File: config.mk
export PLATFORM = sky130hd
export DESIGN_NAME = byte_dac_loader
export DESIGN_NICKNAME = d
export VERILOG_FILES = /design/src/rtl/byte_dac_pkg.sv /design/src/rtl/bdl_sync.sv /design/src/rtl/bdl_wr_decode.sv /design/src/rtl/bdl_reg_pair.sv /design/src/rtl/byte_dac_loader.sv
export SDC_FILE = /design/constraint.sdc
export NUM_CORES = 1
export LEC_CHECK = 0
export ABC_CLOCK_PERIOD_IN_PS = 2850
export BUFFER_PORTS_ARGS = -buffer_cell sky130_fd_sc_hd__buf_2
export CORE_UTILIZATION = 59
export DETAILED_ROUTE_END_ITERATION = 8
export GPL_TIMING_DRIVEN = 0
export PLACE_DENSITY = 0.82
export SLEW_MARGIN = 20
export SYNTH_ARGS = -nofsm -noshare
export SYNTH_HDL_FRONTEND = slang
export SYNTH_SLANG_ARGS = --single-unit
File: constraint.sdc
create_clock -name clk -period 2.85 [get_ports clk]
set_clock_uncertainty 0.2 [all_clocks]
set_input_delay 0.1425 -clock clk [delete_from_list [all_inputs] [get_ports clk]]
set_output_delay 0.1425 -clock clk [all_outputs]
set_load 0.02 [all_outputs]
File: src/rtl/byte_dac_pkg.sv
// Shared types for the byte-loaded DAC register block.
// Assumes: one transfer kind per write edge; decode is exclusive.
package byte_dac_pkg;

    typedef enum logic [2:0] {
        OP_NONE  = 3'd0,
        OP_LO    = 3'd1,
        OP_LO_LD = 3'd2,
        OP_HI    = 3'd3,
        OP_HI_LD = 3'd4,
        OP_XFER  = 3'd5,
        OP_BAD   = 3'd6
    } xfer_op_e;

endpackage

File: src/rtl/bdl_sync.sv
// Multi-stage synchronizer for a vector of asynchronous pins.
// Assumes: bits are independent levels; each bit resets to RST_VAL.
module bdl_sync #(
    parameter int           W       = 8,
    parameter int           STAGES  = 2,
    parameter logic [W-1:0] RST_VAL = '0
) (
    input  logic         clk,
    input  logic         rst_n,
    input  logic [W-1:0] d,
    output logic [W-1:0] q
);
    logic [W-1:0] stg [STAGES];

    genvar s;
    generate
        for (s = 0; s < STAGES; s++) begin : g_stage
            if (s == 0) begin : g_first
                // First stage: capture the raw pins.
                always_ff @(posedge clk) begin
                    if (!rst_n) stg[0] <= RST_VAL;
                    else        stg[0] <= d;
                end
            end else begin : g_next
                // Later stages: shift the previous stage on.
                always_ff @(posedge clk) begin
                    if (!rst_n) stg[s] <= RST_VAL;
                    else        stg[s] <= stg[s-1];
                end
            end
        end
    endgenerate

    assign q = stg[STAGES-1];
endmodule

File: src/rtl/bdl_wr_decode.sv
// Finds the falling edge of the synchronized write strobe and decodes
// the selects and load into one transfer code for that cycle.
// Also keeps the sticky flag for the illegal both-selects-low write.
// Assumes: inputs are already synchronized to clk.
module bdl_wr_decode
    import byte_dac_pkg::*;
(
    input  logic     clk,
    input  logic     rst_n,
    input  logic     wr_n_s,
    input  logic     sel_hi_n_s,
    input  logic     sel_lo_n_s,
    input  logic     load_n_s,
    output xfer_op_e op,
    output logic     sel_err
);
    logic wr_n_d;
    logic strobe;
    logic err_q;

    // Delay the synchronized strobe by one cycle for edge detection.
    always_ff @(posedge clk) begin
        if (!rst_n) wr_n_d <= 1'b1;
        else        wr_n_d <= wr_n_s;
    end

    assign strobe = wr_n_d & ~wr_n_s;

    // Decode the transfer kind for the single edge cycle.
    always_comb begin
        op = OP_NONE;
        if (strobe) begin
            unique case ({sel_hi_n_s, sel_lo_n_s})
                2'b10:   op = load_n_s ? OP_LO : OP_LO_LD;
                2'b01:   op = load_n_s ? OP_HI : OP_HI_LD;
                2'b11:   op = load_n_s ? OP_NONE : OP_XFER;
                default: op = OP_BAD;
            endcase
        end
    end

    // Set the error flag on an illegal write; only reset clears it.
    always_ff @(posedge clk) begin
        if (!rst_n)            err_q <= 1'b0;
        else if (op == OP_BAD) err_q <= 1'b1;
    end

    assign sel_err = err_q;

    // one edge produces one transfer cycle only.
    a_r10_single_strobe: assert property (@(posedge clk) disable iff (!rst_n)
        strobe |=> !strobe);

    // the flag never drops without reset.
    a_r11_err_sticky: assert property (@(posedge clk) disable iff (!rst_n)
        err_q |=> err_q);
endmodule

File: src/rtl/bdl_reg_pair.sv
// Staging register and DAC register with byte steering in two formats.
// Assumes: BUS_W < CODE_W <= 2*BUS_W; op is valid for one cycle per edge.
module bdl_reg_pair
    import byte_dac_pkg::*;
#(
    parameter int CODE_W = 12,
    parameter int BUS_W  = 8
) (
    input  logic              clk,
    input  logic              rst_n,
    input  xfer_op_e          op,
    input  logic [BUS_W-1:0]  data,
    input  logic              right_fmt,
    output logic [CODE_W-1:0] in_q,
    output logic [CODE_W-1:0] dac_q
);
    localparam int REM_W = CODE_W - BUS_W;

    logic [CODE_W-1:0] in_nx;
    logic [CODE_W-1:0] dac_nx;

    // Steer the byte into its slice of the staging word.
    always_comb begin
        in_nx = in_q;
        unique case (op)
            OP_LO, OP_LO_LD: begin
                if (right_fmt) in_nx[BUS_W-1:0] = data;
                else           in_nx[REM_W-1:0] = data[BUS_W-1 -: REM_W];
            end
            OP_HI, OP_HI_LD: begin
                if (right_fmt) in_nx[CODE_W-1:BUS_W]   = data[REM_W-1:0];
                else           in_nx[CODE_W-1 -: BUS_W] = data;
            end
            default: in_nx = in_q;
        endcase
    end

    // Choose the DAC register update: the new staging word or hold.
    always_comb begin
        dac_nx = dac_q;
        if (op == OP_LO_LD || op == OP_HI_LD || op == OP_XFER) dac_nx = in_nx;
    end

    // Hold both registers, cleared by reset.
    always_ff @(posedge clk) begin
        if (!rst_n) begin
            in_q  <= '0;
            dac_q <= '0;
        end else begin
            in_q  <= in_nx;
            dac_q <= dac_nx;
        end
    end

    // no transfer, no change.
    a_r6_idle_hold: assert property (@(posedge clk) disable iff (!rst_n)
        (op == OP_NONE) |=> ($stable(in_q) && $stable(dac_q)));

    // the illegal write leaves both registers alone.
    a_r11_bad_noop: assert property (@(posedge clk) disable iff (!rst_n)
        (op == OP_BAD) |=> ($stable(in_q) && $stable(dac_q)));

    // a byte write without load keeps the DAC register.
    a_r2_r3_dac_kept: assert property (@(posedge clk) disable iff (!rst_n)
        (op == OP_LO || op == OP_HI) |=> $stable(dac_q));

    // a stand-alone transfer copies the old staging word.
    a_r5_copy: assert property (@(posedge clk) disable iff (!rst_n)
        (op == OP_XFER) |=> (dac_q == $past(in_q)));

    // a byte write with load leaves both registers equal.
    a_r4_load_tracks: assert property (@(posedge clk) disable iff (!rst_n)
        (op == OP_LO_LD || op == OP_HI_LD) |=> (dac_q == in_q));
endmodule

File: src/rtl/byte_dac_loader.sv
// Top: write-side logic of a DAC loaded over a byte bus. It synchronizes
// the pins, decodes write edges, keeps the double-buffered code, and
// applies the non-destructive force to all-zeros or all-ones.
// Assumes: all pins are asynchronous levels; reset is synchronous.
module byte_dac_loader
    import byte_dac_pkg::*;
#(
    parameter int CODE_W      = 12,
    parameter int BUS_W       = 8,
    parameter int SYNC_STAGES = 2
) (
    input  logic              clk,
    input  logic              rst_n,
    input  logic [BUS_W-1:0]  bus_data,
    input  logic              wr_n,
    input  logic              sel_hi_n,
    input  logic              sel_lo_n,
    input  logic              load_n,
    input  logic              fmt_mode,
    input  logic              mode_ctrl,
    output logic [CODE_W-1:0] dac_code,
    output logic              sel_err
);
    localparam int                 PIN_W   = BUS_W + 6;
    localparam logic [PIN_W-1:0]   PIN_RST = {{BUS_W{1'b0}}, 6'b111110};

    logic [PIN_W-1:0]  pins_s;
    logic [BUS_W-1:0]  data_s;
    logic              wr_n_s, sel_hi_n_s, sel_lo_n_s, load_n_s, fmt_s, ctrl_s;
    logic              fmt_q;
    logic              right_fmt;
    xfer_op_e          op;
    logic [CODE_W-1:0] in_q;
    logic [CODE_W-1:0] dac_q;

    bdl_sync #(.W(PIN_W), .STAGES(SYNC_STAGES), .RST_VAL(PIN_RST)) i_sync (
        .clk  (clk),
        .rst_n(rst_n),
        .d    ({bus_data, wr_n, sel_hi_n, sel_lo_n, load_n, fmt_mode, mode_ctrl}),
        .q    (pins_s)
    );

    assign {data_s, wr_n_s, sel_hi_n_s, sel_lo_n_s, load_n_s, fmt_s, ctrl_s} = pins_s;

    // Remember the format chosen while the mode pin is high.
    always_ff @(posedge clk) begin
        if (!rst_n)     fmt_q <= 1'b0;
        else if (fmt_s) fmt_q <= ctrl_s;
    end

    assign right_fmt = fmt_s ? ctrl_s : fmt_q;

    bdl_wr_decode i_dec (
        .clk       (clk),
        .rst_n     (rst_n),
        .wr_n_s    (wr_n_s),
        .sel_hi_n_s(sel_hi_n_s),
        .sel_lo_n_s(sel_lo_n_s),
        .load_n_s  (load_n_s),
        .op        (op),
        .sel_err   (sel_err)
    );

    bdl_reg_pair #(.CODE_W(CODE_W), .BUS_W(BUS_W)) i_regs (
        .clk      (clk),
        .rst_n    (rst_n),
        .op       (op),
        .data     (data_s),
        .right_fmt(right_fmt),
        .in_q     (in_q),
        .dac_q    (dac_q)
    );

    // Force the output code without touching the stored word.
    always_comb begin
        if (!fmt_s) dac_code = {CODE_W{ctrl_s}};
        else        dac_code = dac_q;
    end

    // the remembered format only moves while the mode pin is high.
    a_r9_fmt_memory: assert property (@(posedge clk) disable iff (!rst_n)
        !fmt_s |=> $stable(fmt_q));

    // the staging word only changes on a write edge.
    a_r1_in_quiet: assert property (@(posedge clk) disable iff (!rst_n)
        (op == OP_NONE) |=> $stable(in_q));
endmodule

# After elaboration in Yosys (flattened, before gate mapping)
# Memory sizes are Yosys's and may differ from the RTL's.
# Cells that the tools add are included.
# word_totals
register_bits,27
n_memories,1
output_inout_bits,13
inputBits,16
ram_bits,28
# mem_list
name,depth,word_bits,rd,rd_ports_with_merged_regs,wr,line_no,source
i_sync.stg,2,14,2,0,2,bdl_sync.sv:13,logic [W-1:0] stg [STAGES];
# classes
n_reduce_logical,4
mux,17
bitwise,4
eq_ne,9
# ops
op,n
$mux 14,2
$mux 4,5
$mux 12,1
$eq 3x3->1 const B,3
$mux 3,3
$pmux 3 s3,1
$pmux 4 s2,1
$eq 3x2->1 const B,2
$eq 2x2->1 const B,2
$reduce_or 2->1,2
$eq 3x1->1 const B,1
$mux 1,3
$eq 2x1->1 const B,1
$logic_or 1x1->1,2
$mux 2,1
$or 1x1->1,2
$and 1x1->1,1
$not 1->1,1

# Longest topological paths before layout
# An unclocked memory read counts as a cell.
# logic_depth
word_depth,7
depth_mapped,5

# Cells and area by module
# Synthesis repeated with hierarchy kept, for this count alone.
# hier_totals
cells_unflattened,230
area_unflattened_um2,2248.4
# modules_own_cells
module,seq_area_each_um2,n_inst,cells_each,area_per_inst_um2
bdl_reg_pair,480.5,1,129,1219.9
bdl_sync,560.5,1,58,754.5
byte_dac_loader,20.0,1,30,150.1
bdl_wr_decode,40.0,1,13,123.9

# Worst setup path before layout
# Ideal clock, no wire load.
# synth_timing
path_type,flip-flop to flip-flop
start,mem i_sync.stg[1][1] in the netlist's numbering
end,reg i_regs.dac_q[10]
stages_incl_launch_ff,5
path_buffers,0
period_less_slack_ns,1.713
slack_ns,1.137
setup_ns,0.117
arrival_ns,1.396
cell_sequence,dfxtp_1 > mux2i_4 > mux2i_1 > nand2_1 > a32o_1
# synth_lines
item,line_no,source
from (decl),bdl_sync.sv:13,
to (signal assigned),bdl_reg_pair.sv:51,dac_q <= dac_nx;
to (decl),bdl_reg_pair.sv:15,output logic [CODE_W-1:0] dac_q

==> summary.md <==
| Metric | Value |
|---|---|
| Number of buffers created by CTS | `5` |
| Register bit total from synthesis | `55` |
| Total gr overflow | `0` |
| Vias in the first global route | `1407` |
| Share of layout cells above drive strength 1 | `0.204` |
| CP arrival | `~1700 ps` |
| Chip Height | `roughly 59 µm` |
| Fin Setup TNS | `0 ps` |
| Post-Syn Area | `between 1500 and 2000 µm²` |
| Unrepaired setup endpoints after global routing | `false` |
| CP peak stage delay | `~480 ps` |
| Syn nets | `approximately 200` |
| Clock Root Buffer | `clkbuf_4` |
| Final Wtd Congestion | `approximately 0.74` |
| Worst-path fanout max | `10` |
| Peak VDD IR | `362 µV` |
| Ys Warns | `0` |
| Most frequent cells in the layout | `55 x dfxtp_1, 32 x nand2_1, 31 x buf_2` |
| Mapped Avg Cell Area | `around 11 µm²` |
| Cell count after synthesis | `between 150 and 200` |
| Initial Util | `0.632` |
| Worst path cell trace | `nand2b_1 -> clkbuf_1 -> nand2_1 -> buf_2` |
| Sw power | `0.258 mW` |
| H-tree depth | `2` |
| Layout area overhead | `20.7%` |
| Fin. Hold Viols | `0` |
| Total core area | `3080 µm²` |
| Kind of critical path | `reg2out` |
| First-pass GRT wire length | `between 6000 and 7000 µm` |
| CTS tree | `done` |
| Die Footprint | `3530 µm²` |
| Largest net degree at the start of global routing | `16` |
| Worst path slowest cell | `dfxtp_1` |
| Slew Limit Fails | `0` |
| Clock Latency Late Sink | `between 300 and 400 ps` |
| ANT cells | `0` |
| Total internal power | `approximately 0.95 mW` |
| Synth top area cells | `dfxtp_1 57%, mux2i_1 8.2%, and2_1 7.1%, nand2_1 6.2%, nand2b_1 4.2%` |
| Min-Delay Path Class | `reg2reg` |
| Fillers | `about 230` |
| All-Layer GR Usage | `0.245` |
| Seq pwr share | `0.662` |
| Setup bufs post-CTS | `0` |
| Worst path required time | `between 2000 and 3000 ps` |
| CP startpoint | `i_sync.stg[1][1]` |
| Netlist cell types | `20` |
| Pwr Density | `514 nW/µm²` |
| Routed WL | `~3700 µm` |
| Gate power share | `0.065` |
| Reg-to-Reg Start | `i_sync.stg[1][1]` |
| Slew margin rel. | `0.614` |
| Wire per inst | `around 13 µm` |
| Sw Ratio | `0.214` |
| DR pass1 iterations | `4` |
| Util after Layout | `0.762` |
| Setup violators final | `0` |
| DRT iter0 DRCs | `43` |
| Vias/cell | `roughly 5.1` |
| DRC violations left | `0` |
| Post-DRT Antenna Nets | `0` |
| Initial antenna violation count | `0` |
| Worst Setup Start Kind | `flip-flop` |
| Synth area leader | `dfxtp_1` |
| # nets final | `approximately 250` |
| Seq/Total Area, Yosys | `0.566` |
| Final worst-path cycle share | `0.715` |
| # clock sinks | `55` |
| Worst Tran Pin Value | `between 500 and 600 ps` |
| Multi-input gate area | `approximately 800 µm²` |
| Via count | `around 1400` |
| Maximum clock rate | `0.491 GHz` |
| Row count | `20` |
| Max Cap Violations | `0` |
| P_leak | `1.11 nW` |
| Die X | `~59 µm` |
| Status | `complete, no violations` |
| Final min period | `about 2000 ps` |
| FF/Latch Area | `between 1000 and 1500 µm²` |
| HPWL after DPL | `around 2500 µm` |
| Hold Startpoint | `i_sync.stg[0][1]` |
| Yosys top cell area share | `0.566` |
| Clock group share of total power | `0.272` |
| Commonest non-fill, non-tap cell in the layout | `dfxtp_1` |
| Clk pin slew, worst setup/hold paths | `around 140 ps` |
| IO Count | `29` |
| Port Buf Inserts | `28` |
| Max clock buf depth | `2` |
| CP endpoint kind | `primary output` |
[critical path, delay by kind of cell (launching register included)]
kind | cells | cell delay (ps)
buf+inv | 2 | 550
flops | 1 | 480
simple gates | 2 | 300
[layer usage]
metal  part of all wire  GRT usage
met1               0.43      0.261
met2               0.52      0.459
met3              0.031     0.0459
met4              0.019      0.112
met5                  0          0
[cell families after synthesis]
group / synth area share
AND/OR/NAND/NOR: 0.251
flip-flops: 0.566
multiplexers: 0.0939
AO/OA/AOI/OAI: 0.0676
buffers and inverters: 0.0212
[final timing paths]
| check | cells after the start | slack (ps) | to |
|---|---|---|---|
| hold / removal | 1 | 220 | i_sync.stg[1][1] |
| hold reg to reg | 1 | 220 | i_sync.stg[1][1] |
| setup reg to reg | 4 | 900 | i_regs.dac_q[9] |
| setup / recovery | 4 | 810 | dac_code[6] |
[layout make-up]
cell class	instances	share of cell area
sequential	55	0.469
multi-input combinational	120	0.342
timing repair buffer	43	0.124
tap	44	0.0235
clock buffer	6	0.0219
buffer	10	0.0176
clock inverter	1	0.00213
[power groups by stage]
stage	combinational, mW	sequential, mW	clock (mW)
6_report	0.0784	0.798	0.328
5_1_grt	0.0866	0.801	0.365
4_1_cts	0.0764	0.798	0.332
3_5_place_dp	0.0607	0.815	0
3_3_place_gp	0.0581	0.814	0
2_1_floorplan	0.0393	0.813	0
[flip-flops by register name, indices dropped and copies added, names as in the netlist]
signal	count
i_sync.stg	28
i_regs.dac_q	12
i_dec.sel_err	1
i_dec.wr_n_d	1
i_regs.in_q	12
fmt_q	1
[cell usage after synthesis]
library cell,number
dfxtp_1,55
nand2_1,32
and2_1,22
mux2i_1,16
nand2b_1,13
a32o_1,8
and3_1,8
or2_2,8
clkbuf_1,7
a22o_1,4
buf_2,3
and4bb_1,1
and4bb_2,1
mux2i_4,1
nor2_1,1
nor2b_1,1
nor3_1,1
nor4b_1,1
o21a_1,1
o31a_1,1
[stage by stage]
stage	hold slack, ps	instances	worst slack [ps]	total power, mW	instance area [µm²]
after floorplan	15.5	185	1140	0.852	1940
after global placement	121	257	945	0.872	2140
after detailed placement	127	257	923	0.876	2140
after CTS	227	279	815	1.21	2350
after global routing	261	279	702	1.25	2350
final	224	279	812	1.21	2350
[timing repair]
item                      4_1_cts  5_1_grt
hold endpoints to repair       17        0
hold buffers                   15        0
resized for setup               0        0
No activity file was read; power rests on OpenSTA's default activity.
